$ cat src/rtl/wm_pkg.sv
package wm_pkg;
  typedef enum logic [1:0] {
    ST_IDLE = 2'd0,
    ST_DIV  = 2'd1,
    ST_MUL  = 2'd2,
    ST_OUT  = 2'd3
  } wmState_t;

  typedef struct packed {
    logic load;  // capture a new request
    logic step;  // one subtraction of the divisor
    logic fix;   // parity adjust and multiply back
  } wmStrobe_t;
endpackage

$ cat src/rtl/wm_embed_dp.sv
module wm_embed_dp
  import wm_pkg::*;
#(
  parameter int COEF_W = 16,
  parameter int QF_W   = 6
) (
  input  logic              clk,
  input  logic              rstN,
  input  wmStrobe_t         ctl,
  input  logic [COEF_W-1:0] inCoef,
  input  logic              inBit,
  input  logic [QF_W-1:0]   inQf,
  output logic              remGe,
  output logic              qfZero,
  output logic [COEF_W-1:0] outCoef,
  output logic              outErr
);
  localparam int QA_W   = COEF_W + 1;
  localparam int PROD_W = QA_W + QF_W;

  logic [COEF_W-1:0] remR, quoR, coefR;
  logic [QF_W-1:0]   qfR;
  logic              bitR, errR;

  logic [QA_W-1:0]   quoAdj;
  logic [PROD_W-1:0] prod;
  logic              prodOvf;
  logic [COEF_W-1:0] prodBack;

  assign qfZero = (inQf == '0);
  assign remGe  = (remR >= COEF_W'(qfR));

  // move quotient to the wanted parity, then rebuild with one multiplier
  assign quoAdj   = {1'b0, quoR} + QA_W'(quoR[0] ^ bitR);
  assign prod     = PROD_W'(quoAdj) * PROD_W'(qfR);
  assign prodOvf  = |prod[PROD_W-1:COEF_W];
  // two quotient steps down keeps parity and always fits
  assign prodBack = prod[COEF_W-1:0] - COEF_W'({qfR, 1'b0});

  always_ff @(posedge clk or negedge rstN) begin
    if (!rstN) begin
      remR  <= '0;
      quoR  <= '0;
      coefR <= '0;
      qfR   <= '0;
      bitR  <= 1'b0;
      errR  <= 1'b0;
    end else if (ctl.load) begin
      remR  <= inCoef;
      quoR  <= '0;
      coefR <= inCoef;
      qfR   <= inQf;
      bitR  <= inBit;
      errR  <= qfZero;
    end else if (ctl.step) begin
      remR <= remR - COEF_W'(qfR);
      quoR <= quoR + 1'b1;
    end else if (ctl.fix) begin
      coefR <= prodOvf ? prodBack : prod[COEF_W-1:0];
    end
  end

  assign outCoef = coefR;
  assign outErr  = errR;
endmodule

$ cat src/rtl/wm_embed_ctrl.sv
module wm_embed_ctrl
  import wm_pkg::*;
(
  input  logic      clk,
  input  logic      rstN,
  input  logic      inValid,
  input  logic      outReady,
  input  logic      remGe,
  input  logic      qfZero,
  output wmStrobe_t ctl,
  output logic      inReady,
  output logic      outValid,
  output logic      busy
);
  wmState_t state, stateNxt;

  always_comb begin
    stateNxt = state;
    ctl      = '0;
    unique case (state)
      ST_IDLE: if (inValid) begin
        ctl.load = 1'b1;
        stateNxt = qfZero ? ST_OUT : ST_DIV;
      end
      ST_DIV: begin
        if (remGe) ctl.step = 1'b1;
        else       stateNxt = ST_MUL;
      end
      ST_MUL: begin
        ctl.fix  = 1'b1;
        stateNxt = ST_OUT;
      end
      ST_OUT: if (outReady) stateNxt = ST_IDLE;
      default: stateNxt = ST_IDLE;
    endcase
  end

  always_ff @(posedge clk or negedge rstN) begin
    if (!rstN) state <= ST_IDLE;
    else       state <= stateNxt;
  end

  assign inReady  = (state == ST_IDLE);
  assign busy     = (state != ST_IDLE);
  assign outValid = (state == ST_OUT);
endmodule

$ cat src/rtl/wm_parity_embed.sv
module wm_parity_embed
  import wm_pkg::*;
#(
  parameter int COEF_W = 16,
  parameter int QF_W   = 6
) (
  input  logic              clk,
  input  logic              rstN,
  input  logic              inValid,
  output logic              inReady,
  input  logic [COEF_W-1:0] inCoef,
  input  logic              inBit,
  input  logic [QF_W-1:0]   inQf,
  output logic              outValid,
  input  logic              outReady,
  output logic [COEF_W-1:0] outCoef,
  output logic              outErr,
  output logic              busy
);
  wmStrobe_t ctl;
  logic      remGe, qfZero;

  wm_embed_ctrl u_ctrl (
    .clk(clk), .rstN(rstN), .inValid(inValid), .outReady(outReady),
    .remGe(remGe), .qfZero(qfZero), .ctl(ctl), .inReady(inReady),
    .outValid(outValid), .busy(busy)
  );

  wm_embed_dp #(.COEF_W(COEF_W), .QF_W(QF_W)) u_dp (
    .clk(clk), .rstN(rstN), .ctl(ctl), .inCoef(inCoef), .inBit(inBit),
    .inQf(inQf), .remGe(remGe), .qfZero(qfZero), .outCoef(outCoef),
    .outErr(outErr)
  );
endmodule

$ cat config.mk
export PLATFORM = sky130hd
export DESIGN_NAME = wm_parity_embed
export DESIGN_NICKNAME = d
export VERILOG_FILES = /design/src/rtl/wm_pkg.sv /design/src/rtl/wm_embed_dp.sv /design/src/rtl/wm_embed_ctrl.sv /design/src/rtl/wm_parity_embed.sv
export SDC_FILE = /design/constraint.sdc
export NUM_CORES = 1
export LEC_CHECK = 0
export ABC_AREA = 0
export BUFFER_PORTS_ARGS = -buffer_cell sky130_fd_sc_hd__buf_2
export CORE_UTILIZATION = 49
export CTS_CLUSTER_DIAMETER = 150
export DETAILED_ROUTE_END_ITERATION = 12
export PLACE_DENSITY = 0.73
export SLEW_MARGIN = 20
export SYNTH_ARGS = -nofsm -noshare
export SYNTH_HDL_FRONTEND = slang
export SYNTH_SLANG_ARGS = --single-unit
$ cat constraint.sdc
create_clock -name clk -period 7.5 [get_ports clk]
set_input_delay 1.125 -clock clk [delete_from_list [all_inputs] [get_ports clk]]
set_output_delay 1.125 -clock clk [all_outputs]
set_load 0.01 [all_outputs]
After elaboration in Yosys (flattened, before gate mapping)
Index checks and enable logic that the tools add are counted.
Storage, ports and cells
  input bits: 27
  output and inout port bits: 20
  word-level logic and storage cells: 47
  register bits: 58
Cells by class
  add/subtract/negate cells: 4
  reduce and logical (&&, ||, !) cells: 8
  multiplexer cells: 18
  equal/unequal tests: 7
  bitwise operators: 1
  multipliers: 1
  order comparisons: 1
Operators with widths (count)
  two-way mux 16 bit: 8
  multiplier 17 x 6 -> 23 bit: 1
  adder 16 x 17 -> 17 bit: 1
  adder 16 x 1 -> 16 bit, second input constant: 1
  greater-or-equal comparator 16 x 6 -> 1 bit: 1
  subtractor 16 x 6 -> 16 bit: 1
  subtractor 16 x 7 -> 16 bit: 1
  two-way mux 2 bit: 4
  case mux 2 bit (4 select lines): 1
  OR reduction 7 bit: 1
  logical NOT 6 bit: 1
  nonzero test 2 bit: 3
  two-way mux 1 bit: 5
  == test 2 bit, second input constant: 2
  inequality test 2 x 1 -> 1 bit, second input constant: 2
  inequality test 2 bit, second input constant: 2
  AND reduction 3 bit: 1
  == test 2 x 1 -> 1 bit, second input constant: 1
  logical NOT 2 bit: 1
  AND reduction 2 bit: 1
  bitwise XOR 1 bit: 1

Longest topological paths before layout
Gate-level depths: netlist (run 1).
  depth in word-level cells: 8
  gate-level depth with buffers: 27
  depth with buffers taken out: 25

By module
From an unflattened synthesis (run 1), not the netlist that was laid out.
Second synthesis, totals
  cells, all modules: 804
  area total of the unflattened synthesis: 6876.6 µm²
Modules (own cells, without submodules)
  wm_embed_dp: instances 1, area each 6697.7 µm², cells each 786, sequential area each 1401.3 µm²
  wm_embed_ctrl: instances 1, area each 178.9 µm², cells each 18, sequential area each 50.0 µm²

Least setup slack after synthesis (run 1)
OpenSTA, ideal clock, no wires.
  kind: flip-flop to flip-flop
  start point: register u_dp.quoR[2]
  end point: register u_dp.coefR[15] (netlist: u_dp.outCoef[15])
  path buffers: 1
  required time: 7.372 ns
  path slack: 1.580 ns
  clock period less this slack: 5.920 ns
  arrival: 5.792 ns
  cell stages (with the launch flop): 27
  setup time: 0.128 ns
  cells stage by stage: dfrtp_1 clkbuf_1 and3_1 nand2_1 nor2_1 and3_1 nand3_1 nor2_1 nand3_1 xnor2_1 and2_1 fa_1 fa_1 inv_1 fa_1 inv_1 ha_1 o21a_1 nor2b_1 a311o_1 or2_1 o31ai_1 o311a_1 nand4_4 and4b_1 xnor2_1 o211ai_2
On the way
  word-level cells in the longest chain between the ends: 7
  elaborated cells between the ends (all ways): 8
  those cells by class: add/sub: 2; mul: 1; mux: 4; reduce/logical: 1
Ends and longest elaborated chain
  start, declared: RTL line wm_embed_dp.sv:21  | logic [COEF_W-1:0] remR, quoR, coefR;
  start signal, assigned: RTL line wm_embed_dp.sv:57  | quoR <= quoR + 1'b1;
  adder 16 x 17 -> 17 bit *: RTL line wm_embed_dp.sv:34  | assign quoAdj = {1'b0, quoR} + QA_W'(quoR[0] ^ bitR);
  multiplier 17 x 6 -> 23 bit *: RTL line wm_embed_dp.sv:35  | assign prod = PROD_W'(quoAdj) * PROD_W'(qfR);
  subtractor 16 x 7 -> 16 bit or OR reduction 7 bit (tied branches): RTL line wm_embed_dp.sv:38, wm_embed_dp.sv:36
  two-way mux 16 bit *: RTL line wm_embed_dp.sv:59  | coefR <= prodOvf ? prodBack : prod[COEF_W-1:0];
  two-way mux 16 bit *: RTL line wm_embed_dp.sv:58  | end else if (ctl.fix) begin
  two-way mux 16 bit *: RTL line wm_embed_dp.sv:55  | end else if (ctl.step) begin
  two-way mux 16 bit *: RTL line wm_embed_dp.sv:48  | end else if (ctl.load) begin
  end signal, assigned: RTL line wm_embed_dp.sv:51  | coefR <= inCoef;
  end signal, assigned: RTL line wm_embed_dp.sv:59
  end, declared: RTL line wm_embed_dp.sv:21
Mark *: on every way between the ends. The rest lies on a longest branch, timed or not. The select of a mux whose other input is x is not followed.
A chain may end at the register's enable or synchronous reset.

Worst setup path in the final report (run 1)
Ends and elaborated chain as after synthesis.

==> Flow_metrics.wiki, run 1 <==
{| class="wikitable"
! Metric !! Value
|-
| RSZ-0062 raised after global routing || false
|-
| Share of flip-flops with an asynchronous set or reset after synthesis || between 90% and 100%
|-
| Final GP Congestion || about 0.86
|-
| Drt wl/cell || approximately 16 µm
|-
| Sequential cell area || 1450 µm²
|-
| Fmax achieved || ~160 MHz
|-
| TritonCTS clock tree || yes
|-
| Leading cell types by count after synthesis || sky130_fd_sc_hd__nor2_1, sky130_fd_sc_hd__inv_1, sky130_fd_sc_hd__nand2_1
|-
| Number of H-tree levels || 3
|-
| Hold path cells || 2
|-
| Crit start category || flop
|-
| Arrival time at the worst endpoint || 6630 ps
|-
| Number of design-rule violations left by the first detailed-router iteration || 283
|-
| Capture point of the worst reg-to-reg path || u_dp.outCoef[15]
|-
| Total of cells resized after clock tree synthesis || 0
|-
| Max VDD drop || between 0.00015 and 0.0002 V
|-
| Count of max-cap constraint violations || 0
|-
| Synthesized net count || between 900 and 1k
|-
| Max Root-Sink Buffers || 2
|-
| Root buffer cell || sky130_fd_sc_hd__clkbuf_16
|-
| Vias in the first global route || 5575
|-
| Count of flip-flops with a built-in enable after synthesis || 0
|-
| Status || finished, final reports clean
|-
| Top-count cell post-synth || sky130_fd_sc_hd__nor2_1
|-
| Min-Delay Startpoint || u_dp.outCoef[6]
|-
| Worst r2r src || u_dp.quoR[2]
|-
| Effective utilization at floorplan || 50.3%
|-
| Cell depth of the worst flop-to-flop path || 25
|-
| Clock transition at path regs || roughly 50 ps
|-
| Largest fanout of any net on the critical path || 18
|-
| Number of instances in the synthesized netlist || roughly 780
|-
| Pin count of the biggest net entering global routing || ~60
|-
| Drt pass-1 iters || 5
|-
| Average size of a mapped cell || around 8.6 µm²
|-
| Synth area leader || sky130_fd_sc_hd__dfrtp_1
|-
| Total of buffers placed on input and output ports || 46
|-
| Capture endpoint of the worst hold path || u_dp.outCoef[6]
|-
| P per Cell Area || ~350 nW/µm²
|-
| Core ar. || about 13000 µm²
|-
| Synthesis-to-finish area growth || 9.77%
|-
| Post-detailed-route DRC marker count || 0
|-
| DIE AREA || between 10000 and 15000 µm²
|-
| Ratio of final minimum period to clock period || a little under nine tenths
|-
| Initial antenna violation count || 0
|-
| Synth area leaders || sky130_fd_sc_hd__dfrtp_1, sky130_fd_sc_hd__fa_1, sky130_fd_sc_hd__ha_1
|-
| Average vias per placed instance || roughly 5.4
|-
| Least-Margin Pin Slew || about 960 ps
|-
| Leak || around 3.5 nW
|-
| TritonCTS buffer count || 9
|-
| Number of inserted filler cells in the final layout || about 1.2k
|-
| Pins over their slew limit || 0
|-
| Class of the tightest hold or removal check || flop to flop
|-
| Area after detailed placement || 7060 µm²
|-
| Final setup fails || 0
|-
| Grt total ovfl || 0
|-
| Clk_lat worst skew || approximately 340 ps
|-
| HPWL after DPL || between 10000 and 15000 µm
|-
| Sequential-to-total area share from yosys stat || a little over a fifth
|-
| Global-route wire length before repair || approximately 27000 µm
|-
| IO Count || 47
|-
| Final count of hold timing violations || 0
|-
| Area of the mapped netlist || between 6000 and 7000 µm²
|-
| Post-route ant nets || 0
|-
| Post-CTS Setup Bufs || 0
|-
| Max_slew headroom || a little over a third
|-
| Yosys reg bits || between 50 and 60
|-
| CTS Hold Buffers Added || 0
|-
| CTS sink cnt || just under 60
|-
| Area of all placed cells without fillers || between 7000 and 8000 µm²
|-
| Count of synthesis-stage warnings from yosys || 0
|-
| Maximum clock skew at final layout || around 5.8 ps
|-
| Total detailed-routing wirelength || 15500 µm
|-
| Post-layout net count || about 960
|-
| Final period demand of the worst path || roughly 6400 ps
|-
| Multi-input gate area in the final layout || approximately 4800 µm²
|-
| Worst setup slack for register-to-register paths || 1070 ps
|-
| Post-synth top area share || approximately 22%
|-
| Capturing element type of the critical path || flop
|-
| Die Y-Extent || roughly 120 µm
|-
| Flip-flop cell with the highest count after synthesis || sky130_fd_sc_hd__dfrtp_1
|-
| Setup_tns || 0 ps
|-
| CP Class || flop to flop
|-
| Number of unique standard cell types used by synthesis || 60
|-
| Data required time at the worst endpoint || about 7700 ps
|-
| Share of post-route cells with drive strength above 1 || 9.14%
|-
| Total number of placement rows || 42
|-
| Die X || between 100 and 150 µm
|-
| Timing startpoint of the critical path || u_dp.quoR[2]
|-
| Total global-route track usage || between 20% and 30%
|-
| Via total after detailed routing || 5436
|}
==> critical path, stage by stage (launching register included) <==
cell and delay [ps]:
sky130_fd_sc_hd__dfrtp_1 450, sky130_fd_sc_hd__and3_1 250, sky130_fd_sc_hd__nand2_1 90, sky130_fd_sc_hd__nor2_1 140, sky130_fd_sc_hd__and3_1 210, sky130_fd_sc_hd__nand3_1 100, sky130_fd_sc_hd__nor2_1 190, sky130_fd_sc_hd__nand3_1 120
sky130_fd_sc_hd__xnor2_1 400, sky130_fd_sc_hd__and2_1 220, sky130_fd_sc_hd__fa_1 450, sky130_fd_sc_hd__fa_1 500, sky130_fd_sc_hd__inv_1 50, sky130_fd_sc_hd__fa_1 520, sky130_fd_sc_hd__inv_1 40, sky130_fd_sc_hd__ha_1 350
sky130_fd_sc_hd__o21a_1 210, sky130_fd_sc_hd__nor2b_1 130, sky130_fd_sc_hd__a311o_1 330, sky130_fd_sc_hd__or2_1 230, sky130_fd_sc_hd__o31ai_1 230, sky130_fd_sc_hd__o311a_1 240, sky130_fd_sc_hd__nand4_4 260, sky130_fd_sc_hd__and4b_1 300
sky130_fd_sc_hd__xnor2_1 180, sky130_fd_sc_hd__o211ai_2 90
==> metal layers <==
layer,share of wire [%],track usage [%],up-vias
met2,48,41.0,123
met1,45,30.1,2645
met5,0,0,-
met3,4.7,5.12,25
li1,-,-,2643
met4,2.8,8.47,0
==> logic make-up (layout without fill, tap and decap cells) <==
kind of cell / after synthesis / after routing / synth area share, %
AOI/OAI and AO/OA: 128 / 128 / 12.3
xor gates and xnor gates: 65 / 65 / 8.51
adders and majority gates: 113 / 113 / 28.2
buffers and inverters: 108 / 148 / 6.34
DFF: 58 / 58 / 21.7
muxes: 11 / 11 / 1.67
other: 0 / 1 / 0
and+or+nand+nor: 298 / 298 / 21.3
==> area by class of cell <==
class / count / share of cell area, %
flip-flops and latches: 58 / 19.8
multi-input cells: 615 / 65.6
repair buffers: 48 / 3.34
diodes: 1 / 0.0341
inverters: 86 / 4.40
well taps: 176 / 3.00
clock buffers: 12 / 3.63
clock inverters: 2 / 0.170
==> layout by cell type (no fill, tap or decap), types with 3 or more instances in the layout <==
cell / synthesis / layout
sky130_fd_sc_hd__and2_1: 27 / 26
sky130_fd_sc_hd__nor3_1: 9 / 9
sky130_fd_sc_hd__or4_1: 4 / 4
sky130_fd_sc_hd__o21a_1: 5 / 5
sky130_fd_sc_hd__nand2_1: 76 / 76
sky130_fd_sc_hd__nand4_1: 6 / 6
sky130_fd_sc_hd__o21ai_0: 33 / 33
sky130_fd_sc_hd__dfrtp_1: 58 / 58
sky130_fd_sc_hd__o211ai_1: 7 / 7
sky130_fd_sc_hd__nor2_1: 100 / 100
sky130_fd_sc_hd__clkbuf_16: 0 / 9
sky130_fd_sc_hd__nand2b_1: 13 / 13
sky130_fd_sc_hd__inv_1: 85 / 85
sky130_fd_sc_hd__nor4_1: 4 / 4
sky130_fd_sc_hd__xnor2_1: 37 / 37
sky130_fd_sc_hd__o22ai_1: 8 / 8
sky130_fd_sc_hd__xor2_1: 28 / 28
sky130_fd_sc_hd__fa_1: 63 / 63
sky130_fd_sc_hd__o21ai_1: 4 / 4
sky130_fd_sc_hd__clkbuf_8: 0 / 3
sky130_fd_sc_hd__and3_1: 8 / 8
sky130_fd_sc_hd__nor2b_1: 18 / 18
sky130_fd_sc_hd__buf_2: 1 / 46
sky130_fd_sc_hd__or3_1: 3 / 3
sky130_fd_sc_hd__a21o_1: 11 / 11
sky130_fd_sc_hd__nand3_1: 22 / 22
sky130_fd_sc_hd__ha_1: 50 / 50
sky130_fd_sc_hd__a21oi_1: 31 / 31
sky130_fd_sc_hd__mux2i_1: 10 / 10
sky130_fd_sc_hd__a211oi_1: 3 / 3
sky130_fd_sc_hd__a31oi_1: 4 / 3
sky130_fd_sc_hd__a21boi_0: 4 / 4
==> stage by stage <==
step	power (mW)	utilization, %	hold WS, ps	worst slack [ps]	instances
finish	2.55	55.2	500	1070	998
global placement	2.12	53.1	488	1240	983
global route	2.81	55.2	518	469	997
CTS	2.56	55.2	502	1060	997
floorplan	1.75	-	508	1580	781
detailed placement	2.16	53.1	491	1080	983
==> flip-flops by register name, summed over array words and instances (netlist names) <==
name / flops
u_dp.bitR: 1
u_dp.qfR: 6
u_dp.remR: 16
u_dp.outCoef: 16
u_ctrl.state: 2
u_dp.outErr: 1
u_dp.quoR: 16
==> worst max-delay path by stage <==
stage / cells after the start / endpoint
after floorplan: 26 / u_dp.outCoef[15]
after global placement: 25 / u_dp.outCoef[15]
after detailed placement: 25 / u_dp.outCoef[15]
after global routing: 25 / u_dp.outCoef[15]
after CTS: 25 / u_dp.outCoef[15]
final: 25 / u_dp.outCoef[15]
==> power breakdown <==
group / internal, mW / switching [mW]
clock network: 0.245 / 0.139
logic: 0.666 / 0.920
registers: 0.433 / 0.142
No activity file was read; power rests on OpenSTA's default activity.
==> run 2, diff against run 1 <==
CORE_MARGIN = 2   (was default)
GPL_TIMING_DRIVEN = 0   (was default)
==> run 2 against run 1 <==
  * Via count rose by 2.5%
  * Global-route usage up 0.094 points
  * Cell count increased by 2.1%
  * Clock skew about the same
  * Critical path depth increased by 2
  * Critical endpoint is now u_dp.outCoef[7]
  * Largest cell class unchanged
==> Flow_metrics.wiki, run 2 (synthesis results as in run 1) <==
{| class="wikitable"
! Metric !! Value
|-
| Antenna diode instance count || 0 (was 1)
|-
| Internal power || 1.41 mW (was 1.34 mW)
|-
| Class of the tightest hold or removal check || flop to flop (unchanged)
|-
| Fmax achieved || 148 MHz (was 155 MHz)
|-
| Net switching power || 1.19 mW (was 1.20 mW)
|-
| Ratio of final minimum period to clock period || 90.3% (was 85.8%)
|-
| Core ar. || 13300 µm² (unchanged)
|-
| Clock share of power || 17.2% (was 15.1%)
|-
| Least-Margin Pin Slew || 773 ps (was 961 ps)
|-
| Final period demand of the worst path || 6770 ps (was 6430 ps)
|-
| Length of routed wiring on met1 || 7380 µm (was 6940 µm)
|-
| Final setup fails || 0 (unchanged)
|-
| Count of max-cap constraint violations || 0 (unchanged)
|-
| P per Cell Area || 348 nW/µm² (was 347 nW/µm²)
|-
| Final GP Congestion || 0.840 (was 0.858)
|-
| Total of cells resized after clock tree synthesis || 0 (unchanged)
|-
| Max_slew headroom || 48.4% (was 35.9%)
|-
| Cell count after placement || 1003 (was 983)
|-
| Pins over their slew limit || 0 (unchanged)
|-
| RSZ-0062 raised after global routing || false (unchanged)
|-
| Post-CTS Setup Bufs || 0 (unchanged)
|-
| Root buffer cell || sky130_fd_sc_hd__clkbuf_16 (unchanged)
|-
| CTS Hold Buffers Added || 0 (unchanged)
|-
| Post-layout net count || 978 (was 958)
|-
| CTS sink cnt || 58 (unchanged)
|-
| Total number of placement rows || 42 (unchanged)
|-
| HPWL after DPL || 12500 µm (was 12300 µm)
|-
| Die Y-Extent || 121 µm (was 119 µm)
|-
| Final count of hold timing violations || 0 (unchanged)
|-
| Maximum clock skew at final layout || 6.10 ps (was 5.76 ps)
|-
| Drt wl/cell || 15.8 µm (was 15.5 µm)
|-
| IO Count || 47 (unchanged)
|-
| Max VDD drop || 0.000148 V (was 0.000180 V)
|-
| Grt total ovfl || 0 (unchanged)
|-
| Status || finished, final reports clean (unchanged)
|-
| Via total after detailed routing || 5571 (was 5436)
|-
| Combinational group share of total power || 61.5% (was 62.3%)
|-
| Global-route wire length before repair || 27800 µm (was 26700 µm)
|-
| Data required time at the worst endpoint || 7720 ps (was 7700 ps)
|-
| Initial antenna violation count || 0 (unchanged)
|-
| Total global-route track usage || 24.2% (was 24.1%)
|-
| Switching part of the total power || 45.9% (was 47.2%)
|-
| Clock transition at path regs || 50 ps (about the same)
|-
| Average vias per placed instance || 5.47 (was 5.45)
|-
| Number of H-tree levels || 3 (unchanged)
|-
| Share of post-route cells with drive strength above 1 || 8.90% (was 9.14%)
|-
| Number of design-rule violations left by the first detailed-router iteration || 243 (was 283)
|-
| Wire length on met2 || 7700 µm (was 7420 µm)
|-
| Most frequent cells in the layout || sky130_fd_sc_hd__nor2_1, sky130_fd_sc_hd__inv_1, sky130_fd_sc_hd__nand2_1 (unchanged)
|-
| Fraction of power consumed by sequential logic || 21.3% (was 22.6%)
|-
| Highest Signal Layer || met4 (unchanged)
|-
| Crit start category || flop (unchanged)
|-
| Die X || 121 µm (was 119 µm)
|-
| Max Root-Sink Buffers || 2 (unchanged)
|-
| TritonCTS buffer count || 9 (unchanged)
|-
| Total of buffers placed on input and output ports || 46 (unchanged)
|-
| Capturing element type of the critical path || flop (unchanged)
|-
| Final cell count without fillers || 1019 (was 998)
|-
| Pin count of the biggest net entering global routing || 59 (unchanged)
|-
| Effective utilization at floorplan || 50.3% (unchanged)
|-
| Synthesis-to-finish area growth || 11.6% (was 9.77%)
|-
| CP Class || flop to flop (unchanged)
|-
| Drt pass-1 iters || 5 (unchanged)
|-
| DIE AREA || 14600 µm² (was 14100 µm²)
|-
| Vias in the first global route || 5667 (was 5575)
|-
| Setup_tns || 0 ps (unchanged)
|-
| Commonest non-fill, non-tap cell in the layout || sky130_fd_sc_hd__nor2_1 (unchanged)
|-
| Largest fanout of any net on the critical path || 10 (was 18)
|-
| Clk_lat worst skew || 340 ps (about the same)
|-
| Post-route ant nets || 0 (unchanged)
|-
| Arrival time at the worst endpoint || 6990 ps (was 6630 ps)
|-
| TritonCTS clock tree || yes (unchanged)
|-
| Detailed-routed wire length on met3 || 624 µm (was 728 µm)
|-
| Total detailed-routing wirelength || 16100 µm (was 15500 µm)
|-
| Post-detailed-route DRC marker count || 0 (unchanged)
|-
| Leak || 3.55 nW (was 3.50 nW)
|}
-- run 2: path summary, 6_finish.rpt --
path                       depth (start not counted)       startpoint  slack (ps)               to
setup reg to reg                                  27     u_dp.quoR[2]         730  u_dp.outCoef[7]
min in group asynchronous                          1             rstN         860    u_dp.remR[10]
hold / removal                                     2  u_dp.outCoef[7]         490  u_dp.outCoef[7]
max in group asynchronous                          1             rstN        6150     u_dp.quoR[4]
hold reg to reg                                    2  u_dp.outCoef[7]         490  u_dp.outCoef[7]
setup / recovery                                  27     u_dp.quoR[2]         730  u_dp.outCoef[7]
-- run 2: power by group through the flow --
stage / clock network (mW) / registers, mW / logic (mW)
final: 0.447 / 0.553 / 1.60
after global routing: 0.464 / 0.565 / 1.82
after CTS: 0.450 / 0.548 / 1.60
after detailed placement: 0 / 0.552 / 1.58
after global placement: 0 / 0.550 / 1.55
after floorplan: 0 / 0.534 / 1.22
-- run 2: layer usage --
layer	up-vias	global-route usage, %
met5	-	0
met4	0	7.70
met3	25	3.73
met2	134	41.0
met1	2731	31.8
li1	2681	-
-- run 2: critical path, cell delays in order, from the launching register on --
cell and delay [ps]:
sky130_fd_sc_hd__dfrtp_1 310, sky130_fd_sc_hd__clkbuf_1 300, sky130_fd_sc_hd__and3_1 310, sky130_fd_sc_hd__nand2_1 90
sky130_fd_sc_hd__nor2_1 160, sky130_fd_sc_hd__and3_1 230, sky130_fd_sc_hd__nand3_1 110, sky130_fd_sc_hd__nor2_1 230
sky130_fd_sc_hd__nand3_1 130, sky130_fd_sc_hd__xnor2_1 420, sky130_fd_sc_hd__and2_1 220, sky130_fd_sc_hd__fa_1 440
sky130_fd_sc_hd__fa_1 500, sky130_fd_sc_hd__inv_1 60, sky130_fd_sc_hd__fa_1 550, sky130_fd_sc_hd__inv_1 50
sky130_fd_sc_hd__ha_1 360, sky130_fd_sc_hd__o21a_1 210, sky130_fd_sc_hd__nor2b_1 130, sky130_fd_sc_hd__a311o_1 330
sky130_fd_sc_hd__or2_1 230, sky130_fd_sc_hd__o31ai_1 240, sky130_fd_sc_hd__o311a_1 260, sky130_fd_sc_hd__nand4_4 210
sky130_fd_sc_hd__buf_6 210, sky130_fd_sc_hd__nand2_1 70, sky130_fd_sc_hd__mux2i_1 210, sky130_fd_sc_hd__nand3_1 90
-- run 2: area by class of cell --
class / instances / area [µm²]
buffer: 22 / 101
timing repair buffer: 46 / 233
fill: 1207 / 5840
clock buffer: 11 / 243
multi-input combinational: 615 / 4810
inverter: 86 / 323
tap: 176 / 220
clock inverter: 5 / 77.6
sequential: 58 / 1450
-- run 2: stage by stage --
step	setup slack, ps	instance area, µm²	util, %	power [mW]	hold slack, ps
6_report	731	7460	56.1	2.60	486
4_1_cts	735	7460	56.1	2.60	492
5_1_grt	234	7460	56.1	2.85	519
3_3_place_gp	844	7140	53.7	2.10	478
2_1_floorplan	1580	6690	-	1.75	508
3_5_place_dp	760	7140	53.7	2.13	480
